==> config.mk <==
export PLATFORM = sky130hd
export DESIGN_NAME = prog_table_port
export DESIGN_NICKNAME = d
export VERILOG_FILES = /design/src/rtl/prog_table_port.sv
export SDC_FILE = /design/constraint.sdc
export NUM_CORES = 1
export LEC_CHECK = 0
export ABC_AREA = 1
export CAP_MARGIN = 5
export CORE_MARGIN = 1
export CORE_UTILIZATION = 28
export DETAILED_ROUTE_END_ITERATION = 12
export GPL_TIMING_DRIVEN = 0
export PLACE_DENSITY = 0.86
export SLEW_MARGIN = 30
export SYNTH_ARGS = -nofsm -noshare
export SYNTH_HDL_FRONTEND = slang
export SYNTH_SLANG_ARGS = --single-unit
==> constraint.sdc <==
create_clock -name clk -period 1.4 [get_ports clk]
set_clock_uncertainty 0.1 [all_clocks]
set_input_delay 0.14 -clock clk [delete_from_list [all_inputs] [get_ports clk]]
set_output_delay 0.14 -clock clk [all_outputs]
set_load 0.03 [all_outputs]
==> src/rtl/prog_table_port.sv <==
module prog_table_port #(
  parameter int PAGE_W = 8,
  parameter int EA_W   = 16
) (
  input  logic                    clk,
  input  logic                    rst_n,
  input  logic                    page_we,
  input  logic [PAGE_W-1:0]       page_wdata,
  input  logic                    cmd_valid,
  input  logic [1:0]              cmd_op,
  input  logic                    cmd_byte,
  input  logic [EA_W-1:0]         cmd_ea,
  input  logic [15:0]             cmd_wdata,
  output logic                    mem_en,
  output logic [PAGE_W+EA_W-2:0]  mem_addr,
  output logic [2:0]              mem_we,
  output logic [23:0]             mem_wdata,
  input  logic [23:0]             mem_rdata,
  output logic [15:0]             rd_data,
  output logic                    rd_valid,
  output logic                    cfg_space,
  output logic                    wr_err
);
  logic [PAGE_W-1:0] page_r;
  logic [2:0]        we_raw;
  logic              rd_hi_q, rd_byte_q, rd_lane_q;

  wire is_wr = cmd_op[1];
  wire is_hi = cmd_op[0];
  wire lane  = cmd_ea[0];

  always_ff @(posedge clk) begin
    if (!rst_n)       page_r <= '0;
    else if (page_we) page_r <= page_wdata;
  end

  assign cfg_space = page_r[PAGE_W-1];
  assign mem_en    = cmd_valid;
  assign mem_addr  = {page_r, cmd_ea[EA_W-1:1]};

  always_comb begin
    we_raw    = 3'b000;
    mem_wdata = '0;
    if (!is_hi) begin
      if (!cmd_byte) begin
        we_raw          = 3'b011;
        mem_wdata[15:0] = cmd_wdata;
      end else if (!lane) begin
        we_raw          = 3'b001;
        mem_wdata[7:0]  = cmd_wdata[7:0];
      end else begin
        we_raw          = 3'b010;
        mem_wdata[15:8] = cmd_wdata[7:0];
      end
    end else if (!(cmd_byte && lane)) begin
      we_raw           = 3'b100;
      mem_wdata[23:16] = cmd_wdata[7:0];
    end
  end

  assign mem_we = (cmd_valid && is_wr && !cfg_space) ? we_raw : 3'b000;

  always_ff @(posedge clk) begin
    if (!rst_n) begin
      rd_valid  <= 1'b0;
      wr_err    <= 1'b0;
      rd_hi_q   <= 1'b0;
      rd_byte_q <= 1'b0;
      rd_lane_q <= 1'b0;
    end else begin
      rd_valid  <= cmd_valid && !is_wr;
      wr_err    <= cmd_valid && is_wr && cfg_space;
      rd_hi_q   <= is_hi;
      rd_byte_q <= cmd_byte;
      rd_lane_q <= lane;
    end
  end

  always_comb begin
    rd_data = 16'h0000;
    if (rd_valid) begin
      if (!rd_hi_q) begin
        if (!rd_byte_q)     rd_data = mem_rdata[15:0];
        else if (rd_lane_q) rd_data = {8'h00, mem_rdata[15:8]};
        else                rd_data = {8'h00, mem_rdata[7:0]};
      end else if (!(rd_byte_q && rd_lane_q)) begin
        rd_data = {8'h00, mem_rdata[23:16]};
      end
    end
  end

  AST_CFG_NO_WE: assert property (@(posedge clk) disable iff (!rst_n)
    cmd_valid && cmd_op[1] && cfg_space |-> mem_we == 3'b000);
  AST_ERR_ONE_CYCLE: assert property (@(posedge clk) disable iff (!rst_n)
    cmd_valid && cmd_op[1] && cfg_space |=> wr_err);
  AST_ERR_CAUSE: assert property (@(posedge clk) disable iff (!rst_n)
    !(cmd_valid && cmd_op[1] && cfg_space) |=> !wr_err);
  AST_READ_VALID: assert property (@(posedge clk) disable iff (!rst_n)
    cmd_valid && !cmd_op[1] |=> rd_valid);
  AST_READ_NO_WE: assert property (@(posedge clk) disable iff (!rst_n)
    !(cmd_valid && cmd_op[1]) |-> mem_we == 3'b000);
  AST_PHANTOM_ZERO: assert property (@(posedge clk) disable iff (!rst_n)
    rd_valid && $past(cmd_op[0]) |-> rd_data[15:8] == 8'h00);
  AST_PAGE_LOAD: assert property (@(posedge clk) disable iff (!rst_n)
    page_we |=> page_r == $past(page_wdata));
  AST_IDLE_DATA: assert property (@(posedge clk) disable iff (!rst_n)
    !rd_valid |-> rd_data == 16'h0000);
endmodule

== Yosys cells after proc, flatten, opt, wreduce, memory -nomap -nowiden ==
Index checks and enable logic that the tools add are counted.

* Output and inout port bits: 70
* Bits of input ports: 71
* Flip-flop bits (word level): 13

* Mux-type cells: 16
* Reductions and logical operators: 8

{| class="wikitable"
|+ Operators by type and width
! cell !! number
|-
| 2-to-1 mux 16 bit || 5
|-
| 2-to-1 mux 8 bit || 6
|-
| 2-to-1 mux 3 bit || 4
|-
| logical AND 1 bit || 6
|-
| logical NOT 1 bit || 2
|-
| 2-to-1 mux 2 bit || 1
|}

== Logic depth before layout (Yosys ltp) ==
* Depth in word-level cells: 4
* Depth in mapped cells: 6
* Gate-level depth less buffers: 4

== Worst setup path before layout ==
Ideal clock, no wire load.

* Path type: reg-to-output
* From: register rd_valid
* To: output rd_data[10]
* Path buffers: 1
* Data arrival time: 1,299 ps
* Setup slack: -139 ps
* Cell stages (with the launch flop): 4
* Cells stage by stage: dfxtp_1 > buf_2 > nand2_1 > nor2_1

* Cells in the longest elaborated chain, start to end: 1

{| class="wikitable"
|+ Ends and longest elaborated chain
! element !! line !! source
|-
| from (decl) || 20 || <nowiki>output logic rd_valid,</nowiki>
|-
| from (signal assigned) || 71 || <nowiki>rd_valid <= cmd_valid && !is_wr;</nowiki>
|-
| 2-to-1 mux 16 bit || 81 || <nowiki>if (rd_valid) begin</nowiki>
|-
| to (decl) || 19 || <nowiki>output logic [15:0] rd_data,</nowiki>
|}

No other way between the ends.

== Final worst setup path ==
* From: register rd_hi_q
* To: output rd_data[0]

* Cells in the longest elaborated chain, start to end: 2

{| class="wikitable"
|+ Ends and longest elaborated chain
! element !! line !! source
|-
| from (decl) || 26 || <nowiki>logic rd_hi_q, rd_byte_q, rd_lane_q;</nowiki>
|-
| from (signal assigned) || 73 || <nowiki>rd_hi_q <= is_hi;</nowiki>
|-
| 2-to-1 mux 16 bit || 82 || <nowiki>if (!rd_hi_q) begin</nowiki>
|-
| 2-to-1 mux 16 bit || 81 ||
|}

No other way between the ends.

==> flow_summary.ini <==
[run_status]
status = finished with violations
violations = negative setup slack

[pwr]
p_leak_nw = 1.32
ir_drop_mv = 0.659
total_power_mw = 1.57
power.density_nw_per_um2 = 547

[routing]
dr.pass1.iters = 6
drtAntennaViolNets = 0
drc = 0
wirelength_um = 5250
vias = 1791
drt_iter0_drc = 76
viasPerCell = 4.62
wl_per_cell_um = 13.5

[timing]
finalCritPeriodShare = 1.11
min_period_ns = 1.56
whs_ns = 0.0585
final_max_slew_viol_count = 0
relSlewSlack = 0.790
rsz0062_at_grt = yes
worst_pin_slew_ns = 0.314
finalSetupViolations = 16
fmax_mhz = 643
finalWorstSetupSlack_ns = -0.156
hold_violations = 0

[synth]
synth_compound_area_frac = 0.110
synth_fa_ha_area_frac = 0
avgSynthCellArea_um2 = 5.72
synth_top_cell_by_area = dfxtp_1
synth_most_common_cell = nor2_1
syn_area_um2 = 1140
yosysTopAreaCellShare = 0.229
yosysSeqAreaShare = 0.229
synth_seq_cells = 13
ys_top_cells_by_area = dfxtp_1 23%, nor2_1 17%, buf_4 13%
yosysWarnings = 0
synth_simple_gate_area_share = 0.420
synth.area.mux_share = 0
syn_nets = 270
synth_edf_count = 0
ys.flop_type = dfxtp_1
synth_top_family_by_area = simple AND/OR/NAND/NOR gates
netlist_top_cells_count = 51 x nor2_1, 31 x nand2_1, 21 x inv_1
synthArstFlopShare = 0
synthXorXnorAreaFrac = 0
synthCells = 199
synth.distinct_cells = 18

[floorplan]
core_um2 = 3770
die-area_um2 = 4320
initial_core_util = 0.302
ioPinCount = 141
rows = 22
dieHeight_um = 65.7
fp.dieW_um = 65.7

[cts]
hold_buffers = 0
clockBufferDepth = 2
insertion_delay_ns = 0.24
clock-root-buffer = clkbuf_8
cts_tree = done
clock-sinks = 13
cts.clk_slew.worst_paths_ns = 0.05
numCtsBuffers = 3
htree_num_levels = 1

[setup_path]
crit_cells = 6
max_stage_delay_ns = 0.35
startpoint_type = flip-flop
cpMaxStageDelayCell = dfxtp_4
crit_buf_inv = 2
regToRegSetupSlack_ns = 0.63
startpoint = rd_hi_q
critPathCaptureType = primary output
r2r_end = page_r[7]
reg2regPathDepth = 2
crit_type = reg2out
critPathMaxFanout = 4
critPathTopFamily = simple AND/OR/NAND/NOR gates
arrival_ns = 1.32
r2r_start = page_r[7]
crit_chain = buf_4 > nor2_1 > nand2_1 > nand3_2 > nor2_2 > buf_6
required_ns = 1.16

[cells_and_area]
antennaDiodeCount = 0
fin_nets = 412
drive_gt1_frac = 0.441
area_growth_pct = 152
fill_cells = 275

[place]
gp_congestion = 0.773
dp_hpwl_um = 3490
port_buffers = 125

[worst_hold_path]
whs_path_depth = 3
holdPathEnd = rd_byte_q
holdCritPathClass = in2reg
hp-start = cmd_byte

[global_route]
track_usage = 0.219
antenna_found_initial = 0
grt_pass1_vias = 1688
grt_pass1_wl_um = 7530
grt_max_degree = 11
grt_overflow = 0

[run]
max-cap-violations = 0
timing repair:
action                     CTS  global route
gates cloned                 2             2
resized for setup          290            48
pin swaps                   21             7
buffers inserted             5             5
setup endpoints to repair   55            43
where the power goes:
part | leakage, nW | switching, mW | internal [mW]
Sequential | 0.110 | 0.0173 | 0.391
Clock | 0.0255 | 0.124 | 0.196
Combinational | 1.19 | 0.452 | 0.392
tightest hold or removal path, delay by kind of cell:
family	cells	cell delay [ns]
simple gates	1	0.06
buf+inv	2	0.16
metrics by stage:
step	utilization	cells	area (um2)	worst slack [ns]	setup TNS (ns)
after detailed placement	0.665	372	2510	-0.773	-24.86
after CTS	0.733	382	2770	-0.141	-0.866
after floorplan	-	199	1190	-0.0491	-0.294
after global placement	0.665	372	2510	-0.751	-24.11
after global routing	0.761	388	2870	-0.194	-1.78
final	0.761	388	2870	-0.156	-0.985
flip-flops by register name, indices dropped and copies added (netlist names):
signal,cells
rd_byte_q,1
rd_hi_q,1
rd_lane_q,1
page_r,8
rd_valid,1
wr_err,1
worst max path at each step:
stage                    to  slack (ns)
2_1_floorplan   rd_data[10]       -0.05
3_3_place_gp      mem_we[0]       -0.75
3_5_place_dp   mem_wdata[6]       -0.77
4_1_cts          rd_data[9]       -0.14
5_1_grt          rd_data[0]       -0.19
6_report         rd_data[0]       -0.16
layout by cell type, fill, tap and decap left out, types with 2 or more instances in the layout:
| cell | count |
|---|---|
| nand2_4 | 3 |
| buf_4 | 27 |
| dfxtp_4 | 3 |
| a21oi_1 | 9 |
| buf_6 | 28 |
| clkdlybuf4s15_2 | 8 |
| nor2_4 | 10 |
| nand2_8 | 2 |
| buf_2 | 13 |
| nor2_2 | 16 |
| o21ai_0 | 8 |
| dfxtp_1 | 9 |
| nor2_1 | 34 |
| clkdlybuf4s50_1 | 66 |
| a21oi_2 | 8 |
| clkinv_2 | 2 |
| buf_8 | 2 |
| nand3_2 | 15 |
| nand2_1 | 28 |
| inv_1 | 20 |
| dlygate4sd2_1 | 12 |
| clkbuf_8 | 3 |
logic make-up after synthesis:
| kind of cell | count (synthesis) |
|---|---|
| compound gates | 25 |
| simple gates | 112 |
| flops | 13 |
| buf+inv | 49 |
area by class of cell:
class                           instances  area (um2)  share of cell area
Clock inverter                          1        5.00             0.00174
Timing Repair Buffer                  138        1340               0.466
Buffer                                 23         186              0.0650
Sequential cell                        13         273              0.0950
Tap cell                               48        60.1              0.0209
Multi-Input combinational cell        137         866               0.302
Inverter                               24        93.8              0.0327
Timing Repair inverter                  1        7.51             0.00262
Clock buffer                            3        41.3              0.0144
layer usage:
metal  vias up  share of wire  track usage
met3         6          0.090       0.0503
met2        98           0.52        0.418
met5         -              0            0
li1        883              -            -
met1       804           0.38        0.251
met4         0          0.013       0.0163
No activity file was read; power rests on OpenSTA's default activity.
